==> src/rtl/pwr_rst_pkg.sv <==
package pwr_rst_pkg;

  localparam int BUS_AW = 4;
  localparam int BUS_DW = 8;
  localparam int N_CONV = 3;

  localparam logic [BUS_AW-1:0] ADDR_CTRL = 4'h0;
  localparam logic [BUS_AW-1:0] ADDR_CONV = 4'h1;

  localparam int BIT_PRIO = 2;
  localparam int BIT_PD   = 5;
  localparam int BIT_RST  = 7;
  localparam int BIT_CONV0 = 3;

  localparam logic [BUS_DW-1:0] CTRL_DEF_MASK = 8'hA4;
  localparam logic [BUS_DW-1:0] CTRL_DEF_VAL  = 8'h00;
  localparam logic [BUS_DW-1:0] CONV_DEF_MASK = 8'h0E;
  localparam logic [BUS_DW-1:0] CONV_DEF_VAL  = 8'h00;

  typedef struct packed {
    logic              wr;
    logic              rd;
    logic [BUS_AW-1:0] addr;
    logic [BUS_DW-1:0] data;
  } bus_req_t;

endpackage

==> src/rtl/pwr_sync.sv <==
module pwr_sync #(
  parameter int WIDTH  = 2,
  parameter int STAGES = 2
) (
  input  logic             clk_i,
  input  logic             rst_ni,
  input  logic [WIDTH-1:0] async_i,
  output logic [WIDTH-1:0] sync_o
);

  logic [WIDTH-1:0] stage_q [STAGES];

  genvar s;
  generate
    for (s = 0; s < STAGES; s++) begin : g_stage
      logic [WIDTH-1:0] stage_d;
      if (s == 0) begin : g_first
        assign stage_d = async_i;
      end else begin : g_next
        assign stage_d = stage_q[s-1];
      end
      always_ff @(posedge clk_i or negedge rst_ni) begin
        if (!rst_ni) stage_q[s] <= '0;
        else         stage_q[s] <= stage_d;
      end
    end
  endgenerate

  assign sync_o = stage_q[STAGES-1];

endmodule

==> src/rtl/pwr_rst_seq.sv <==
module pwr_rst_seq #(
  parameter int RST_CYCLES = 100000
) (
  input  logic clk_i,
  input  logic rst_ni,
  input  logic sw_req_i,
  input  logic hw_req_i,
  output logic start_o,
  output logic done_o,
  output logic busy_o
);

  localparam int CNT_W = (RST_CYCLES > 1) ? $clog2(RST_CYCLES) : 1;
  localparam logic [CNT_W-1:0] CNT_LOAD = CNT_W'(RST_CYCLES - 1);

  logic             busy_q, busy_d;
  logic [CNT_W-1:0] cnt_q, cnt_d;
  logic             cnt_en;

  assign start_o = !busy_q && (sw_req_i || hw_req_i);
  assign done_o  = busy_q && (cnt_q == '0);
  assign cnt_en  = start_o || busy_q;

  always_comb begin
    busy_d = busy_q;
    cnt_d  = cnt_q;
    if (start_o) begin
      busy_d = 1'b1;
      cnt_d  = CNT_LOAD;
    end else if (done_o) begin
      busy_d = 1'b0;
    end else if (busy_q) begin
      cnt_d = cnt_q - 1'b1;
    end
  end

  always_ff @(posedge clk_i or negedge rst_ni) begin
    if (!rst_ni) begin
      busy_q <= 1'b0;
      cnt_q  <= '0;
    end else if (cnt_en) begin
      busy_q <= busy_d;
      cnt_q  <= cnt_d;
    end
  end

  assign busy_o = busy_q;

endmodule

==> src/rtl/pwr_regfile.sv <==
module pwr_regfile
  import pwr_rst_pkg::*;
(
  input  logic              clk_i,
  input  logic              rst_ni,
  input  bus_req_t          req_i,
  input  logic              busy_i,
  input  logic              start_i,
  input  logic              done_i,
  output logic              rst_wr_o,
  output logic [BUS_DW-1:0] ctrl_o,
  output logic [BUS_DW-1:0] conv_o,
  output logic              ack_o,
  output logic [BUS_DW-1:0] rdata_o
);

  logic [BUS_DW-1:0] ctrl_q, ctrl_d;
  logic [BUS_DW-1:0] conv_q, conv_d;
  logic [BUS_DW-1:0] rdata_q, rdata_d;
  logic              ack_q, ack_d;
  logic              wr_ok, rd_ok;
  logic [BUS_DW-1:0] rd_mux;

  assign rst_wr_o = req_i.wr && !busy_i && (req_i.addr == ADDR_CTRL)
                    && req_i.data[BIT_RST];
  assign wr_ok    = req_i.wr && !busy_i && !start_i;
  assign rd_ok    = req_i.rd && !req_i.wr;

  always_comb begin
    unique case (req_i.addr)
      ADDR_CTRL: rd_mux = ctrl_q;
      ADDR_CONV: rd_mux = conv_q;
      default:   rd_mux = '0;
    endcase
  end

  always_comb begin
    ctrl_d  = ctrl_q;
    conv_d  = conv_q;
    rdata_d = rdata_q;
    ack_d   = 1'b0;
    if (start_i) begin
      ctrl_d = (ctrl_q & ~CTRL_DEF_MASK) | (CTRL_DEF_VAL & CTRL_DEF_MASK);
      ctrl_d[BIT_RST] = 1'b1;
      conv_d = (conv_q & ~CONV_DEF_MASK) | (CONV_DEF_VAL & CONV_DEF_MASK);
    end else if (done_i) begin
      ctrl_d[BIT_RST] = 1'b0;
    end else if (wr_ok) begin
      if (req_i.addr == ADDR_CTRL) ctrl_d = req_i.data;
      if (req_i.addr == ADDR_CONV) conv_d = req_i.data;
    end
    if (wr_ok) begin
      ack_d = 1'b1;
    end else if (rd_ok) begin
      ack_d   = 1'b1;
      rdata_d = rd_mux;
    end
  end

  always_ff @(posedge clk_i or negedge rst_ni) begin
    if (!rst_ni) begin
      ctrl_q  <= '0;
      conv_q  <= '0;
      rdata_q <= '0;
      ack_q   <= 1'b0;
    end else begin
      ctrl_q  <= ctrl_d;
      conv_q  <= conv_d;
      rdata_q <= rdata_d;
      ack_q   <= ack_d;
    end
  end

  assign ctrl_o  = ctrl_q;
  assign conv_o  = conv_q;
  assign ack_o   = ack_q;
  assign rdata_o = rdata_q;

endmodule

==> src/rtl/pwr_gate.sv <==
module pwr_gate (
  input  logic clk_i,
  input  logic rst_ni,
  input  logic prio_bit_i,
  input  logic pd_bit_i,
  input  logic pd_pin_sync_i,
  input  logic start_i,
  input  logic busy_i,
  output logic pd_eff_o,
  output logic clk_en_o
);

  logic en_q, en_d;

  assign pd_eff_o = prio_bit_i ? pd_bit_i : pd_pin_sync_i;

  always_comb begin
    en_d = !pd_eff_o;
    if (start_i || busy_i) en_d = 1'b1;
  end

  always_ff @(posedge clk_i or negedge rst_ni) begin
    if (!rst_ni) en_q <= 1'b1;
    else         en_q <= en_d;
  end

  assign clk_en_o = en_q;

endmodule

==> src/rtl/pwr_rst_ctl.sv <==
module pwr_rst_ctl
  import pwr_rst_pkg::*;
#(
  parameter int RST_CYCLES  = 100000,
  parameter int SYNC_STAGES = 2
) (
  input  logic              clk_i,
  input  logic              rst_ni,
  input  logic              pd_pin_i,
  input  logic              ext_rst_i,
  input  logic              bus_wr_i,
  input  logic              bus_rd_i,
  input  logic [BUS_AW-1:0] bus_addr_i,
  input  logic [BUS_DW-1:0] bus_wdata_i,
  output logic [BUS_DW-1:0] bus_rdata_o,
  output logic              bus_ack_o,
  output logic              busy_o,
  output logic              core_clk_en_o,
  output logic              core_rst_no,
  output logic [N_CONV-1:0] conv_pd_o
);

  bus_req_t          req;
  logic [1:0]        pins_sync;
  logic              start, done, busy, rst_wr, pd_eff;
  logic [BUS_DW-1:0] ctrl_w, conv_w;
  logic              prio_w, pdbit_w, rstbit_w;

  assign req.wr   = bus_wr_i;
  assign req.rd   = bus_rd_i;
  assign req.addr = bus_addr_i;
  assign req.data = bus_wdata_i;

  pwr_sync #(.WIDTH(2), .STAGES(SYNC_STAGES)) u_sync (
    .clk_i   (clk_i),
    .rst_ni  (rst_ni),
    .async_i ({ext_rst_i, pd_pin_i}),
    .sync_o  (pins_sync)
  );

  pwr_rst_seq #(.RST_CYCLES(RST_CYCLES)) u_seq (
    .clk_i    (clk_i),
    .rst_ni   (rst_ni),
    .sw_req_i (rst_wr),
    .hw_req_i (pins_sync[1]),
    .start_o  (start),
    .done_o   (done),
    .busy_o   (busy)
  );

  pwr_regfile u_regs (
    .clk_i    (clk_i),
    .rst_ni   (rst_ni),
    .req_i    (req),
    .busy_i   (busy),
    .start_i  (start),
    .done_i   (done),
    .rst_wr_o (rst_wr),
    .ctrl_o   (ctrl_w),
    .conv_o   (conv_w),
    .ack_o    (bus_ack_o),
    .rdata_o  (bus_rdata_o)
  );

  assign prio_w   = ctrl_w[BIT_PRIO];
  assign pdbit_w  = ctrl_w[BIT_PD];
  assign rstbit_w = ctrl_w[BIT_RST];

  pwr_gate u_gate (
    .clk_i         (clk_i),
    .rst_ni        (rst_ni),
    .prio_bit_i    (prio_w),
    .pd_bit_i      (pdbit_w),
    .pd_pin_sync_i (pins_sync[0]),
    .start_i       (start),
    .busy_i        (busy),
    .pd_eff_o      (pd_eff),
    .clk_en_o      (core_clk_en_o)
  );

  genvar c;
  generate
    for (c = 0; c < N_CONV; c++) begin : g_conv
      assign conv_pd_o[c] = conv_w[BIT_CONV0 - c];
    end
  endgenerate

  assign busy_o      = busy;
  assign core_rst_no = !busy;

  logic unused_pd_eff;
  assign unused_pd_eff = pd_eff;

endmodule

==> config.mk <==
export PLATFORM = sky130hd
export DESIGN_NAME = pwr_rst_ctl
export DESIGN_NICKNAME = d
export VERILOG_FILES = /design/src/rtl/pwr_rst_pkg.sv /design/src/rtl/pwr_sync.sv /design/src/rtl/pwr_rst_seq.sv /design/src/rtl/pwr_regfile.sv /design/src/rtl/pwr_gate.sv /design/src/rtl/pwr_rst_ctl.sv
export SDC_FILE = /design/constraint.sdc
export NUM_CORES = 1
export LEC_CHECK = 0
export CORE_MARGIN = 1
export CORE_UTILIZATION = 40
export CTS_CLUSTER_DIAMETER = 50
export DETAILED_ROUTE_END_ITERATION = 8
export DONT_BUFFER_PORTS = 1
export SLEW_MARGIN = 10
export SYNTH_ARGS = -nofsm -noshare
export SYNTH_HDL_FRONTEND = slang
export SYNTH_HIERARCHICAL = 1
export SYNTH_SLANG_ARGS = --single-unit
==> constraint.sdc <==
create_clock -name clk_i -period 3.37 [get_ports clk_i]
set_clock_uncertainty 0.15 [all_clocks]
set_input_delay 0.5055 -clock clk_i [delete_from_list [all_inputs] [get_ports clk_i]]
set_output_delay 0.5055 -clock clk_i [all_outputs]
set_load 0.02 [all_outputs]
# == Yosys cells after proc, flatten, opt, wreduce, memory -nomap -nowiden ==
# Index checks and enable logic that the tools add are counted.
# classes
n_mux,19
n_reduce_logical,30
bitwise,3
n_eq_ne,2
n_addsub,1
# ops
cell,count
17-bit two-way mux,3
8-bit two-way mux,3
17-bit zero test,1
"17-bit by 1-bit subtractor with 17-bit output, second input constant",1
4-bit two-way mux,4
8-bit case mux with 2 select lines,1
2-bit nonzero test,5
3-bit AND reduction,3
4-bit AND reduction,2
1-bit logical AND,7
1-bit two-way mux,7
7-bit two-way mux,1
2-bit AND reduction,3
3-bit nonzero test,2
"4-bit by 1-bit == test with 1-bit output, second input constant",1
1-bit zero test,4
4-bit zero test,1
1-bit NOT,3
1-bit logical OR,2
"2-bit by 1-bit inequality test with 1-bit output, second input constant",1
# totals
out_inout_bits,15
in_bits,18
reg_bits,48
wordCells,67

# == Logic depth before layout (Yosys ltp) ==
# depth
ltp_word,11
depth_mapped,9
ltp_nobuf,8

# == By module ==
# Netlist, hierarchy kept.
# modules_own_cells
module,cells_each,seq_area_each_um2,instances,area_each_um2
pwr_regfile,94,625.6,1,1118.6
pwr_rst_seq,99,450.4,1,964.7
pwr_sync,4,100.1,1,100.1
pwr_gate,4,26.3,1,51.3
pwr_rst_ctl,1,0.0,1,3.8

# == Worst setup path before layout ==
# No wires, ideal clock.
# synth_timing
path_type,input -> register
startpoint,input bus_addr_i[1]
endpoint,"register u_regs.ctrl_q[0], in the netlist u_regs/ctrl_o[0]"
path_stages,9
arrival_ps,2300
path_slack_ps,796
setup_time_ps,125
required_ps,3095
path_buffers,1
cell_sequence,nor4_2 -> buf_2 -> and3_1 -> nor2_1 -> or2_2 -> clkinv_1 -> nor4b_1 -> nand2_1 -> mux2_2
# synth_via
elab_chain_cells,8
word_cells_on_any_way,9
classes_between,1 x bitwise; 8 x reduce/logical
# synth_lines
element,line,source
from (decl),pwr_rst_ctl.sv:13,"input logic [BUS_AW-1:0] bus_addr_i,"
4-bit zero test (*),pwr_regfile.sv:24,assign rst_wr_o = req_i.wr && !busy_i && (req_i.addr == ADDR_CTRL)
1-bit logical AND (*),pwr_regfile.sv:24,
1-bit logical AND (*),pwr_regfile.sv:25,&& req_i.data[BIT_RST];
via rst_wr,pwr_rst_ctl.sv:25,"logic start, done, busy, rst_wr, pd_eff;"
1-bit logical OR (*),pwr_rst_seq.sv:20,assign start_o = !busy_q && (sw_req_i || hw_req_i);
1-bit logical AND (*),pwr_rst_seq.sv:20,
via start,pwr_rst_ctl.sv:25,
1-bit zero test,pwr_regfile.sv:26,assign wr_ok = req_i.wr && !busy_i && !start_i;
1-bit logical AND,pwr_regfile.sv:26,
4-bit AND reduction (no source line) (*),-,
to (signal assigned),pwr_regfile.sv:67,ctrl_q <= ctrl_d;
to (decl),pwr_regfile.sv:17,"logic [BUS_DW-1:0] ctrl_q, ctrl_d;"
# Mark *: on every way through the listed nets, which the timed path passes. The rest lies on a longest branch.
# A chain may end at the register's enable or synchronous reset.

# == Final worst setup path ==
# layout_timing
startpoint,register u_seq.cnt_q[8]
endpoint,"register u_regs.ctrl_q[4], in the netlist u_regs/ctrl_o[4]"
# layout_via
elab_chain_cells,4
# layout_lines
element,line,source
from (decl),pwr_rst_seq.sv:17,"logic [CNT_W-1:0] cnt_q, cnt_d;"
from (signal assigned),pwr_rst_seq.sv:43,cnt_q <= cnt_d;
17-bit zero test,pwr_rst_seq.sv:21,assign done_o = busy_q && (cnt_q == '0);
1-bit logical AND,pwr_rst_seq.sv:21,
via done,pwr_rst_ctl.sv:25,
1-bit NOT (no source line),-,
4-bit AND reduction (no source line),-,
# The timed path passes the listed nets, and every way through them passes these cells.

==> summary.md <==
| Metric | Value |
|---|---|
| Status | complete, no violations |
| Drt via density | 5.77 |
| Top cells by count, synth | dfrtp_1, nand2_1, nand2b_1, o21ai_0 |
| Fill cell count | 499 |
| Mapped Nets | ~220 |
| Ranking of synthesized cells by area | dfrtp_1, mux2_2, mux2i_1 |
| Post-DP Area | 0.00232 mm^2 |
| Min Tclk post-route | 2790 ps |
| GPL Wtd Cong | ~0.84 |
| Required @ worst endpoint | 3410 ps |
| Number of global-route vias before repair | 1650 |
| Core area | 0.00524 mm^2 |
| Die width | 76.8 um |
| Worst stage delay on the critical path | 670 ps |
| Initial antenna violation count | 0 |
| Post_cts resized | 0 |
| Initial Utilization | 0.427 |
| Post-synth EDFFs | 0 |
| Worst Tran Pin Value | 667 ps |
| Post-synth ARST share | 1.00 |
| Row count | 26 |
| Pre-Repair DR Iteration Count | 4 |
| Clock latency on the worst-skew pair | 300 ps |
| Root Buffer | clkbuf_8 |
| Seq/Total Area, Yosys | 0.537 |
| FF+latch count, synth | 48 |
| # DRC | 0 |
| Worst reg2reg setup slack | 580 ps |
| Largest net degree at the start of global routing | 49 |
| Worst min path class | in -> reg |
| Final hold vios | 0 |
| Sw Ratio | 0.213 |
| Max Cap Viol | 0 |
| # port buffers | 0 |
| Cell Int Power | roughly 0.0008 W |
| Worst-case clock buffer depth | 2 |
| Critical Path End Type | flop |
| Final period utilization | 0.828 |
| Comb power frac | 0.033 |
| Syn Inst Count | 202 |
| TNS Setup | 0 ps |
| Most frequent cell after synthesis | dfrtp_1 |
| DRT antenna net count | 0 |
| RSZ-0062 raised after global routing | no |
| Crit Path Category | reg -> reg |
| Switch Pwr | 0.000221 W |
| VDD IR max | 264 uV |
| CP max stage cell | or4_1 |
| Routed WL | 4.83 mm |
| I/O Pins | 33 |
| Syn_area_per_cell | approximately 11 um^2 |
| Sequential power share | 0.571 |
| Final instance area | about 0.0025 mm^2 |
| Final setup viols | 0 |
| Die ar. | 0.00590 mm^2 |
| Register area | 0.00120 mm^2 |
| H-tree levels | 2 |
| CTS sink cnt | 48 |
| Clk pwr share | 0.396 |
| Global Route Usage Sum | 0.175 |
| Final Net Count | 227 |
| Slew headroom | 0.549 |
| P per Cell Area | about 420 mW/mm^2 |
| Share of post-route cells with drive strength above 1 | 0.172 |
| Synth Flop Type | dfrtp_1 |
| Worst setup SP type | flop |
| Post-Syn Area | 0.00224 mm^2 |
| LEAKAGE | 0.964 nW |
| Top-area cell type share of the netlist area | 0.525 |
| Drt wl/cell | 17.3 um |
| Cell Chain, Critical Path | or4_1 -> or2_2 -> nor3_1 -> nor4b_1 -> nand2_1 -> mux2_2 |
| Multi-input gate area | 982 um^2 |
| Critical Path AT | 2830 ps |
| Via count | about 1600 |
| Post-DP HPWL | 3.36 mm |
| CTS tree | built |
| Peak Freq | 358 MHz |
| DRT iter0 DRCs | between 100 and 150 |
| Final slew viol count | 0 |
| Ant. Diodes | 0 |
| Inserted Clock Buffers | 5 |
| Synth cell types | 43 |
| Synth area leader | dfrtp_1 |
| First-pass GRT wire length | 8.01 mm |
| Total global routing overflow | 0 |
| Die H | 76.8 um |
| CP max FO | 7 |
| YS warnings | 6 |
| Worst-path clk slew | 90 ps |
| Area Overhead vs Synth | 10.3% |
## flip-flops by register name (all words and copies together) (netlist names)
register	cells
u_regs/conv_o	8
u_seq/busy_o	1
u_seq/cnt_q	17
u_regs/rdata_o	8
u_sync/sync_o	2
u_regs/ctrl_o	8
u_regs/ack_o	1
u_sync/g_stage.stage_d	2
u_gate/clk_en_o	1
## final cells by class
class | count | share of cell area
Clock buffer | 6 | 0.0294
Clock inverter | 2 | 0.0142
Inverter | 6 | 0.00912
Multi-Input combinational cell | 141 | 0.398
Sequential cell | 48 | 0.487
Tap cell | 70 | 0.0355
Timing Repair Buffer | 6 | 0.0274
## power by group through the flow
stage	Clock [W]	Combinational [W]	Sequential, W
final	0.000411	0.0000345	0.000594
after global routing	0.000440	0.0000393	0.000595
after CTS	0.000418	0.0000354	0.000594
after detailed placement	0	0.0000188	0.000605
after global placement	0	0.0000179	0.000604
after floorplan	0	0.0000159	0.000603
## routing by layer
metal | GRT usage | share of wire | up-vias
li1 | - | - | 763
met1 | 0.227 | 0.45 | 792
met2 | 0.279 | 0.48 | 44
met3 | 0.0500 | 0.061 | 10
met4 | 0.0596 | 0.018 | 0
met5 | 0 | 0 | -
## what timing repair did
item / in CTS / in global routing
endpoints found under the hold margin: 48 / 0
setup buffers: 0 / 0
hold buffers: 2 / 0
## final timing paths
check,start,endpoint,cells past startpoint
max in group asynchronous,rst_ni,u_gate/clk_en_o,2
hold / removal,ext_rst_i,u_sync/g_stage[1].stage_d[1],0
setup / recovery,u_seq/cnt_q[8],u_regs/ctrl_o[4],6
setup reg to reg,u_seq/cnt_q[8],u_regs/ctrl_o[4],6
min in group asynchronous,rst_ni,u_seq/cnt_q[6],2
hold reg to reg,u_sync/g_stage[1].stage_d[0],u_sync/sync_o[0],0
## layout by cell type (no fill, tap or decap), types with 2 or more instances in the layout
| cell type | n |
|---|---|
| nor2_1 | 11 |
| o31ai_1 | 4 |
| nor4b_1 | 2 |
| o41ai_1 | 3 |
| or2_2 | 2 |
| nand3_1 | 3 |
| o311ai_0 | 4 |
| mux2i_1 | 11 |
| nand4_1 | 3 |
| nor3_1 | 5 |
| nand2_2 | 2 |
| or4_1 | 4 |
| nand2b_1 | 12 |
| o21ai_0 | 12 |
| and3_1 | 3 |
| clkbuf_8 | 5 |
| o211ai_1 | 2 |
| nor4_1 | 5 |
| nand2_1 | 16 |
| or3_2 | 2 |
| inv_1 | 5 |
| mux2_2 | 10 |
| dfrtp_1 | 47 |
| buf_4 | 4 |
| a21oi_1 | 3 |
| a22oi_1 | 8 |
## kinds of logic (layout without fill, tap and decap cells)
logic type      count (synthesis)  in the layout  synth area share
fa+ha+maj                       1              1           0.00559
flops                          48             48             0.537
simple gates                   80             80             0.214
mux                            22             22             0.106
compound gates                 38             38             0.113
buf+inv                        13             20            0.0240
## critical path: cells and delay by family (launching register included)
| family | cells | cell delay, ps |
|---|---|---|
| DFF | 1 | 430 |
| muxes | 1 | 370 |
| and+or+nand+nor | 5 | 1720 |
## through the flow
stage | hold WS, ps | instances | worst slack (ps) | utilization | total power (W)
2_1_floorplan | 59.9 | 202 | 796 | - | 0.000619
3_3_place_gp | 62.0 | 269 | 706 | 0.444 | 0.000622
3_5_place_dp | 62.1 | 269 | 615 | 0.444 | 0.000624
4_1_cts | 65.2 | 279 | 576 | 0.472 | 0.00105
5_1_grt | 56.6 | 279 | 411 | 0.472 | 0.00107
6_report | 78.7 | 279 | 579 | 0.472 | 0.00104
Power figures use the tool's default switching activity.
